**config.mk**
```make
export PLATFORM = sky130hd
export DESIGN_NAME = i2c_step_master
export DESIGN_NICKNAME = d
export VERILOG_FILES = /design/src/rtl/i2c_step_master.sv
export SDC_FILE = /design/constraint.sdc
export NUM_CORES = 1
export LEC_CHECK = 0
export ABC_AREA = 1
export BUFFER_PORTS_ARGS = -buffer_cell sky130_fd_sc_hd__buf_4
export CORE_UTILIZATION = 60
export DETAILED_ROUTE_END_ITERATION = 16
export GPL_TIMING_DRIVEN = 0
export PLACE_DENSITY = 0.8
export SYNTH_ARGS = -nofsm -noshare
export SYNTH_HDL_FRONTEND = slang
export SYNTH_SLANG_ARGS = --single-unit
```
**constraint.sdc**
```tcl
create_clock -name clk -period 2.3 [get_ports clk]
set_clock_uncertainty 0.05 [all_clocks]
set_input_delay 0.345 -clock clk [delete_from_list [all_inputs] [get_ports clk]]
set_output_delay 0.345 -clock clk [all_outputs]
set_load 0.01 [all_outputs]
```
**src/rtl/i2c_step_master.sv**
```systemverilog
module i2c_step_master #(
  parameter logic [7:0] DIV_RESET = 8'd4
) (
  input  logic       clk,
  input  logic       rst_n,
  input  logic       host_we,
  input  logic [1:0] host_waddr,
  input  logic [7:0] host_wdata,
  input  logic [1:0] host_raddr,
  output logic [7:0] host_rdata,
  output logic       irq,
  input  logic       scl_i,
  input  logic       sda_i,
  output logic       scl_oe,
  output logic       sda_oe
);
  localparam logic [7:0] ST_IDLE = 8'hF8;

  typedef enum logic [2:0] {S_IDLE, S_START, S_RSTART, S_XFER, S_WAIT, S_STOP} st_t;
  st_t st;

  logic sta, stp, iflg, aak, ack_q, busy, lost, addr_ph, rd_mode;
  logic scl_d, sda_d;
  logic [7:0] data_q, stat_q, sh, div_q, cnt;
  logic [1:0] qc;
  logic [3:0] bitn;

  wire active     = (st == S_START) || (st == S_RSTART) || (st == S_XFER) || (st == S_STOP);
  wire tick       = active && (cnt == 8'd0);
  wire tx_dir     = addr_ph || !rd_mode;
  wire start_seen = scl_i && scl_d && sda_d && !sda_i;
  wire stop_seen  = scl_i && scl_d && !sda_d && sda_i;

  assign irq = iflg;

  always_comb begin
    case (host_raddr)
      2'd0:    host_rdata = {4'b0, aak, iflg, stp, sta};
      2'd1:    host_rdata = data_q;
      2'd2:    host_rdata = stat_q;
      default: host_rdata = div_q;
    endcase
  end

  always_ff @(posedge clk or negedge rst_n) begin
    if (!rst_n) begin
      scl_d <= 1'b1;
      sda_d <= 1'b1;
      busy  <= 1'b0;
    end else begin
      scl_d <= scl_i;
      sda_d <= sda_i;
      if (start_seen)     busy <= 1'b1;
      else if (stop_seen) busy <= 1'b0;
    end
  end

  always_ff @(posedge clk or negedge rst_n) begin
    if (!rst_n) begin
      st <= S_IDLE;
      sta <= 1'b0; stp <= 1'b0; iflg <= 1'b0; aak <= 1'b0; ack_q <= 1'b0;
      lost <= 1'b0; addr_ph <= 1'b0; rd_mode <= 1'b0;
      data_q <= 8'h00; stat_q <= ST_IDLE; sh <= 8'h00;
      div_q <= DIV_RESET; cnt <= 8'h00; qc <= 2'd0; bitn <= 4'd0;
      scl_oe <= 1'b0; sda_oe <= 1'b0;
    end else begin
      if (host_we) begin
        case (host_waddr)
          2'd0: begin
            sta <= host_wdata[0];
            stp <= host_wdata[1];
            aak <= host_wdata[3];
            if (iflg && !host_wdata[2]) begin
              iflg  <= 1'b0;
              ack_q <= host_wdata[3];
            end
          end
          2'd1:    data_q <= host_wdata;
          2'd3:    div_q  <= host_wdata;
          default: ;
        endcase
      end

      if (active) cnt <= tick ? div_q : cnt - 8'd1;

      case (st)
        S_IDLE: begin
          if (sta && !busy && scl_i && sda_i) begin
            st <= S_START; sda_oe <= 1'b1; qc <= 2'd0; cnt <= div_q;
          end
        end
        S_START: if (tick) begin
          qc <= qc + 2'd1;
          if (qc == 2'd1) begin
            scl_oe <= 1'b1; sta <= 1'b0; addr_ph <= 1'b1;
            iflg <= 1'b1; stat_q <= 8'h08; st <= S_WAIT;
          end
        end
        S_RSTART: if (tick) begin
          qc <= qc + 2'd1;
          case (qc)
            2'd0: scl_oe <= 1'b0;
            2'd1: sda_oe <= 1'b1;
            default: begin
              scl_oe <= 1'b1; sta <= 1'b0; addr_ph <= 1'b1;
              iflg <= 1'b1; stat_q <= 8'h10; st <= S_WAIT;
            end
          endcase
        end
        S_STOP: if (tick) begin
          qc <= qc + 2'd1;
          case (qc)
            2'd0: scl_oe <= 1'b0;
            2'd1: sda_oe <= 1'b0;
            default: begin
              stp <= 1'b0; stat_q <= ST_IDLE; st <= S_IDLE;
            end
          endcase
        end
        S_WAIT: begin
          if (!iflg) begin
            qc  <= 2'd0;
            cnt <= div_q;
            if (lost) begin
              lost <= 1'b0; stat_q <= ST_IDLE; st <= S_IDLE;
            end else if (stp) begin
              sda_oe <= 1'b1; st <= S_STOP;
            end else if (sta) begin
              sda_oe <= 1'b0; st <= S_RSTART;
            end else begin
              bitn <= 4'd0; sh <= data_q; st <= S_XFER;
              if (addr_ph) rd_mode <= data_q[0];
            end
          end
        end
        S_XFER: if (tick) begin
          qc <= qc + 2'd1;
          case (qc)
            2'd0: begin
              if (bitn < 4'd8) sda_oe <= tx_dir ? !sh[7] : 1'b0;
              else             sda_oe <= tx_dir ? 1'b0 : ack_q;
            end
            2'd1: scl_oe <= 1'b0;
            2'd2: ;
            default: begin
              scl_oe <= 1'b1;
              if (bitn < 4'd8) begin
                if (tx_dir && !sda_oe && !sda_i) begin
                  lost <= 1'b1; scl_oe <= 1'b0; sda_oe <= 1'b0; addr_ph <= 1'b0;
                  iflg <= 1'b1; stat_q <= 8'h38; st <= S_WAIT;
                end else begin
                  sh   <= {sh[6:0], sda_i};
                  bitn <= bitn + 4'd1;
                end
              end else begin
                iflg <= 1'b1; st <= S_WAIT; addr_ph <= 1'b0;
                if (addr_ph)
                  stat_q <= rd_mode ? (sda_i ? 8'h48 : 8'h40) : (sda_i ? 8'h20 : 8'h18);
                else if (rd_mode) begin
                  stat_q <= ack_q ? 8'h50 : 8'h58;
                  data_q <= sh;
                end else
                  stat_q <= sda_i ? 8'h30 : 8'h28;
              end
            end
          endcase
        end
        default: st <= S_IDLE;
      endcase
    end
  end

  a_r2_start_holds_lines: assert property (@(posedge clk) disable iff (!rst_n)
    ($rose(iflg) && stat_q == 8'h08) |-> (scl_oe && sda_oe));
  a_r3_busy_blocks_start: assert property (@(posedge clk) disable iff (!rst_n)
    (st == S_IDLE && busy) |=> (st == S_IDLE));
  a_r4_stall_lines_stable: assert property (@(posedge clk) disable iff (!rst_n)
    (iflg && $past(iflg) && !lost) |-> ($stable(scl_oe) && $stable(sda_oe) && scl_oe));
  a_r6_ack_on_line: assert property (@(posedge clk) disable iff (!rst_n)
    ($rose(iflg) && stat_q == 8'h50) |-> $past(sda_oe));
  a_r6_nack_on_line: assert property (@(posedge clk) disable iff (!rst_n)
    ($rose(iflg) && stat_q == 8'h58) |-> !$past(sda_oe));
  a_r8_stop_ends_clean: assert property (@(posedge clk) disable iff (!rst_n)
    ($past(st) == S_STOP && st == S_IDLE) |-> (!stp && !iflg && !scl_oe && !sda_oe));
  a_r10_lost_releases: assert property (@(posedge clk) disable iff (!rst_n)
    (iflg && stat_q == 8'h38) |-> (!scl_oe && !sda_oe));
endmodule

```
==> After elaboration in Yosys (flattened, before gate mapping) <==
Index checks and enable logic that the tools add are counted.
{ "word_totals": {"register_bits": 62, "inputBits": 17, "out_inout_bits": 11, "word_cells": 256} }
{ "op_classes": {"n_addsub": 3, "magnitude_cmp": 1, "eq_ne": 39, "mux": 136, "bitwise_logic": 4, "reduce_logical": 52} }
{ "op_table": {"columns": ["op", "n"], "rows": [
  ["$mux 8", 32],
  ["$mux 1", 56],
  ["$mux 3", 14],
  ["$mux 4", 10],
  ["$pmux 8 s5", 1],
  ["$ne 2x2->1 const B", 17],
  ["$pmux 8 s2", 2],
  ["$pmux 8 s3", 1],
  ["$mux 7", 3],
  ["$pmux 3 s6", 1],
  ["$reduce_and 9->1", 2],
  ["$ne 2x1->1 const B", 7],
  ["$reduce_and 13->1", 1],
  ["$logic_and 1x1->1", 12],
  ["$reduce_and 12->1", 1],
  ["$reduce_and 6->1", 2],
  ["$reduce_and 11->1", 1],
  ["$pmux 1 s2", 5],
  ["$reduce_bool 5->1", 2],
  ["$logic_not 8->1", 1],
  ["$pmux 4 s2", 1],
  ["$reduce_and 8->1", 1],
  ["$sub 8x1->8 const B", 1],
  ["$logic_not 1->1", 7],
  ["other kinds (31)", 54]
]} }

==> Depth between registers and ports, before layout <==
{ "logic_depth": {"word_depth": 10, "mapped_depth": 12, "ltp_nobuf": 11} }

==> Worst setup path after synthesis <==
OpenSTA, ideal clock, no wires.
{ "synth_path": {"kind": "flip-flop to flip-flop", "startpoint": "register cnt[0]", "endpoint": "register data_q[6]", "setup_ns": 0.121, "t_arrival_ns": 1.520, "required_time_ns": 2.129, "slack_ns": 0.609, "path_stages_with_launch": 11, "path_buffers": 1, "synth_period_minus_slack_ns": 1.691, "path_cell_list": "dfrtp_1 > inv_1 > ha_1 > nand2_1 > nor2_2 > nand2_4 > inv_4 > nand4_2 > buf_2 > nand2_1 > o21ai_1"} }
{ "synth_via": {"elab_chain_cells": 4} }
{ "synth_lines": {"columns": ["item", "line", "text"], "rows": [
  ["from (decl)", "24", "logic [7:0] data_q, stat_q, sh, div_q, cnt;"],
  ["from (signal assigned)", "84", "if (active) cnt <= tick ? div_q : cnt - 8'd1;"],
  ["from (signal assigned)", "123", "cnt <= div_q;"],
  ["$logic_not 8->1", "29", "wire tick = active && (cnt == 8'd0);"],
  ["$logic_and 1x1->1", "29", null],
  ["$mux 8", "136", "S_XFER: if (tick) begin"],
  ["$mux 8", "86", "case (st)"],
  ["to (signal assigned)", "78", "2'd1: data_q <= host_wdata;"],
  ["to (signal assigned)", "161", "data_q <= sh;"],
  ["to (decl)", "24", null]
]} }
Every way passes these cells.
A chain may end at the register's enable or synchronous reset.

==> Worst setup path after layout <==
{ "layout_path": {"startpoint": "register st[2]", "endpoint": "register stat_q[7]"} }
{ "layout_via": {"elab_chain_cells": 7, "word_cells_on_any_way": 23, "classes_between": "eq/ne: 16; mux: 1; reduce/logical: 6"} }
{ "layout_lines": {"columns": ["item", "line", "text"], "rows": [
  ["from (decl)", "20", "st_t st;"],
  ["from (signal assigned)", "60", "st <= S_IDLE;"],
  ["from (signal assigned)", "89", "st <= S_START; sda_oe <= 1'b1; qc <= 2'd0; cnt <= div_q;"],
  ["from (signal assigned)", "96", "iflg <= 1'b1; stat_q <= 8'h08; st <= S_WAIT;"],
  ["$eq 3x1->1 or $eq 3x2->1 (tied branches)", "28, 86", null],
  ["$logic_or 1x1->1 (3 in a row)", "28", "wire active = (st == S_START) || (st == S_RSTART) || (st == S_XFER) || (st == S_STOP);"],
  ["$logic_and 1x1->1", "29", null],
  ["$ne 2x2->1 (no line)", null, null],
  ["$reduce_and 12->1 (no line)", null, null],
  ["to (signal assigned)", "158", "stat_q <= rd_mode ? (sda_i ? 8'h48 : 8'h40) : (sda_i ? 8'h20 : 8'h18);"],
  ["to (signal assigned)", "160", "stat_q <= ack_q ? 8'h50 : 8'h58;"],
  ["to (signal assigned)", "163", "stat_q <= sda_i ? 8'h30 : 8'h28;"],
  ["to (decl)", "24", null]
]} }
Several ways; a longest one is shown, not always the timed one.

==> flow_metrics.tcl <==
set metrics [dict create \
    drt_wl_total_um 9460 \
    crit_arrival_ns 2.34 \
    yosysTopAreaCellShare_pct 34.9 \
    cts-resized-gates 0 \
    grt_antenna_before_repair 0 \
    num_rows 28 \
    insertion_delay_ns 0.34 \
    postSynthAreaPerCell_um2 7.13 \
    synth.yosys.seq_area_share_pct 40.6 \
    fmax_mhz 466 \
    ioPinCount 28 \
    grt-ovfl-total 0 \
    remaining_drc_errors 0 \
    end_kind "flip-flop" \
    ant_nets 0 \
    cts_buffer_depth 2 \
    vdd_drop_max_v 0.000697 \
    netlist_area_mm2 0.00366 \
    place_inst 615 \
    setup_viol_count_final 0 \
    cts_tree "yes" \
    clockRootBuffer "clkbuf_8" \
    num_vias 3546 \
    async_flop_share_pct 100 \
    hpwl_um 7210 \
    layout_min_cycle_time_ns 2.15 \
    crit_required_ns 2.49 \
    drive_above_1_share_pct 13.5 \
    synthTopCellsByCount "nand2_1, o21ai_0, inv_1, dfrtp_1, nor2_1" \
    crit_fanout 10 \
    combPwrFrac_pct 46.4 \
    path_class "reg -> reg" \
    cts_hold_buf 0 \
    synth.area.top_cells "dfrtp_1, nand2_1, o21ai_0" \
    core_mm2 0.00589 \
    drtIter0Drc 247 \
    hold_violations 0 \
    antenna_cells 0 \
    path_clk_slew_ns 0.07 \
    yosysWarnings 0 \
    p_total_mw 4.71 \
    layout.nets 577 \
    powerDensity_mw_per_mm2 1140 \
    die_height_um 80.1 \
    hold_class "in -> async" \
    synth.distinct_cells 38 \
    rsz0062_at_grt "false" \
    timing.reg2reg.setup_slack_ns 0.15 \
    p_switching_mw 2.09 \
    start_util_pct 62.1 \
    clockPowerShare_pct 19.0 \
    syn_inst 513 \
    die_w_um 80.1 \
    portBuffers 27 \
    synth_area_leader_cell "dfrtp_1" \
    pwr-share-seq_pct 34.6 \
    grt_pass1_vias 3363 \
    post-route-period-util_pct 93.3 \
    synthesis.nets 539 \
    timing.final.max_slew_violations 0 \
    synth_seq_cells 59 \
    num-fill-cells 500 \
    cts_setup_buffers 0 \
    cts_made_buffers 9 \
    max-slew-margin-rel_pct 50.0 \
    grt_pass1_wl_um 15900 \
    worst_pin_slew_ns 0.750 \
    critPathLaunchType "flip-flop" \
    synthMostInstantiatedCell "nand2_1" \
    status "finished, final reports clean" \
    wire_per_inst_um 15.0 \
    tns_ns 0 \
    grt_max_degree 60 \
    swShare_pct 44.5 \
    area_growth_pct 13.0 \
    dieArea_mm2 0.00641 \
    clock-sinks 59 \
    place_congestion 0.925 \
    p_int_mw 2.61 \
    leakagePower_nw 2.07 \
    maxCapViolCount 0 \
    final_cells 631 \
    detail_route.vias_per_cell 5.62 \
    synth_edf_count 0 \
    cts_max_level 3 \
    drt_first_pass_iters 5 \
    synthFlopType "dfrtp_1" \
    grtUsageTotal_pct 33.2 \
]
final timing paths:
check | startpoint | end | cells after the start
worst max-delay path | st[2]$_DFFE_PN0P_ | stat_q[7]$_DFFE_PN1P_ | 11
max in group asynchronous | rst_n | data_q[5]$_DFF_PN0_ | 1
worst max register to register | st[2]$_DFFE_PN0P_ | stat_q[7]$_DFFE_PN1P_ | 11
worst min-delay path | rst_n | st[0]$_DFFE_PN0P_ | 1
worst min register to register | scl_oe$_DFFE_PN0P_ | scl_oe$_DFFE_PN0P_ | 2
min in group clk | scl_i | scl_d$_DFF_PN1_ | 1
critical path, cell delays in order (launching register included):
cell and delay (ns):
dfrtp_1 0.35, buf_2 0.18, inv_2 0.10, nand2_1 0.09, nor2_2 0.21, buf_2 0.27
nand3_1 0.16, o21ai_1 0.16, nor2_1 0.08, nand3_2 0.18, nand2_1 0.10, o21ai_0 0.11
area by class of cell:
type / count / area (um2) / area share [%]
sequential: 59 / 1490 / 36.0
inverter: 64 / 248 / 5.99
clock buffer: 12 / 135 / 3.27
clock inverter: 4 / 45.0 / 1.09
timing repair buffer: 27 / 203 / 4.90
buffer: 10 / 50.0 / 1.21
multi-input combinational: 380 / 1870 / 45.3
tap: 75 / 93.8 / 2.27
per-stage QoR:
step	instance area, um2	util (%)	hold slack (ns)	setup slack (ns)
after global placement	3950	67.2	0.405	0.284
final	4130	70.2	0.00999	0.154
after global routing	4130	70.2	0.0683	0.0332
after floorplan	3660	-	-0.000591	0.609
after CTS	4130	70.2	0.0457	0.222
after detailed placement	3950	67.2	0.408	0.241
state kept, by name, indices dropped and copies added, names as in the netlist, 2 cells and up:
signal,flops
cnt,8
stat_q,5
div_q,8
bitn,4
data_q,8
qc,2
sh,8
st,3
placed cells by master, fill, tap and decap left out, types with 2 or more instances in the layout:
master     count
a21oi_1       16
buf_2          4
buf_4         27
clkbuf_1       8
clkbuf_8       9
clkinv_2       3
dfrtp_1       51
dfstp_2        8
ha_1           9
inv_1         57
inv_2          4
inv_4          3
nand2_1      151
nand2_2        4
nand2_4        2
nand3_1       33
nand3b_1       4
nand4_1       10
nor2_1        37
nor2_2         3
nor3_1         4
o2111ai_1      3
o211ai_1       4
o21ai_0       65
o21ai_1       17
xor2_1         4
logic make-up (layout without fill, tap and decap cells):
group	after synthesis	count (layout)	synth area share [%]
adder cells (fa/ha/maj)	9	9	3.08
flip-flops	59	59	40.6
AND/OR/NAND/NOR	255	255	30.7
buffers and inverters	74	117	8.14
XOR/XNOR	4	4	0.958
AO/OA/AOI/OAI	112	112	16.5
power groups by stage:
| stage | Combinational (mW) | Clock (mW) | Sequential, mW |
|---|---|---|---|
| final | 2.18 | 0.894 | 1.63 |
| after global routing | 2.49 | 0.958 | 1.66 |
| after CTS | 2.17 | 0.909 | 1.62 |
| after detailed placement | 2.16 | 0 | 1.64 |
| after global placement | 2.09 | 0 | 1.63 |
| after floorplan | 1.62 | 0 | 1.57 |
layer usage:
metal  share of wire [%]  track usage, %  up-vias
li1                    -               -     1766
met1                  43            44.9     1625
met2                  48            52.0      128
met3                 6.2            5.23       27
met4                 3.0            16.3        0
met5                   0               0        -
(Power assumes the default switching activity.)
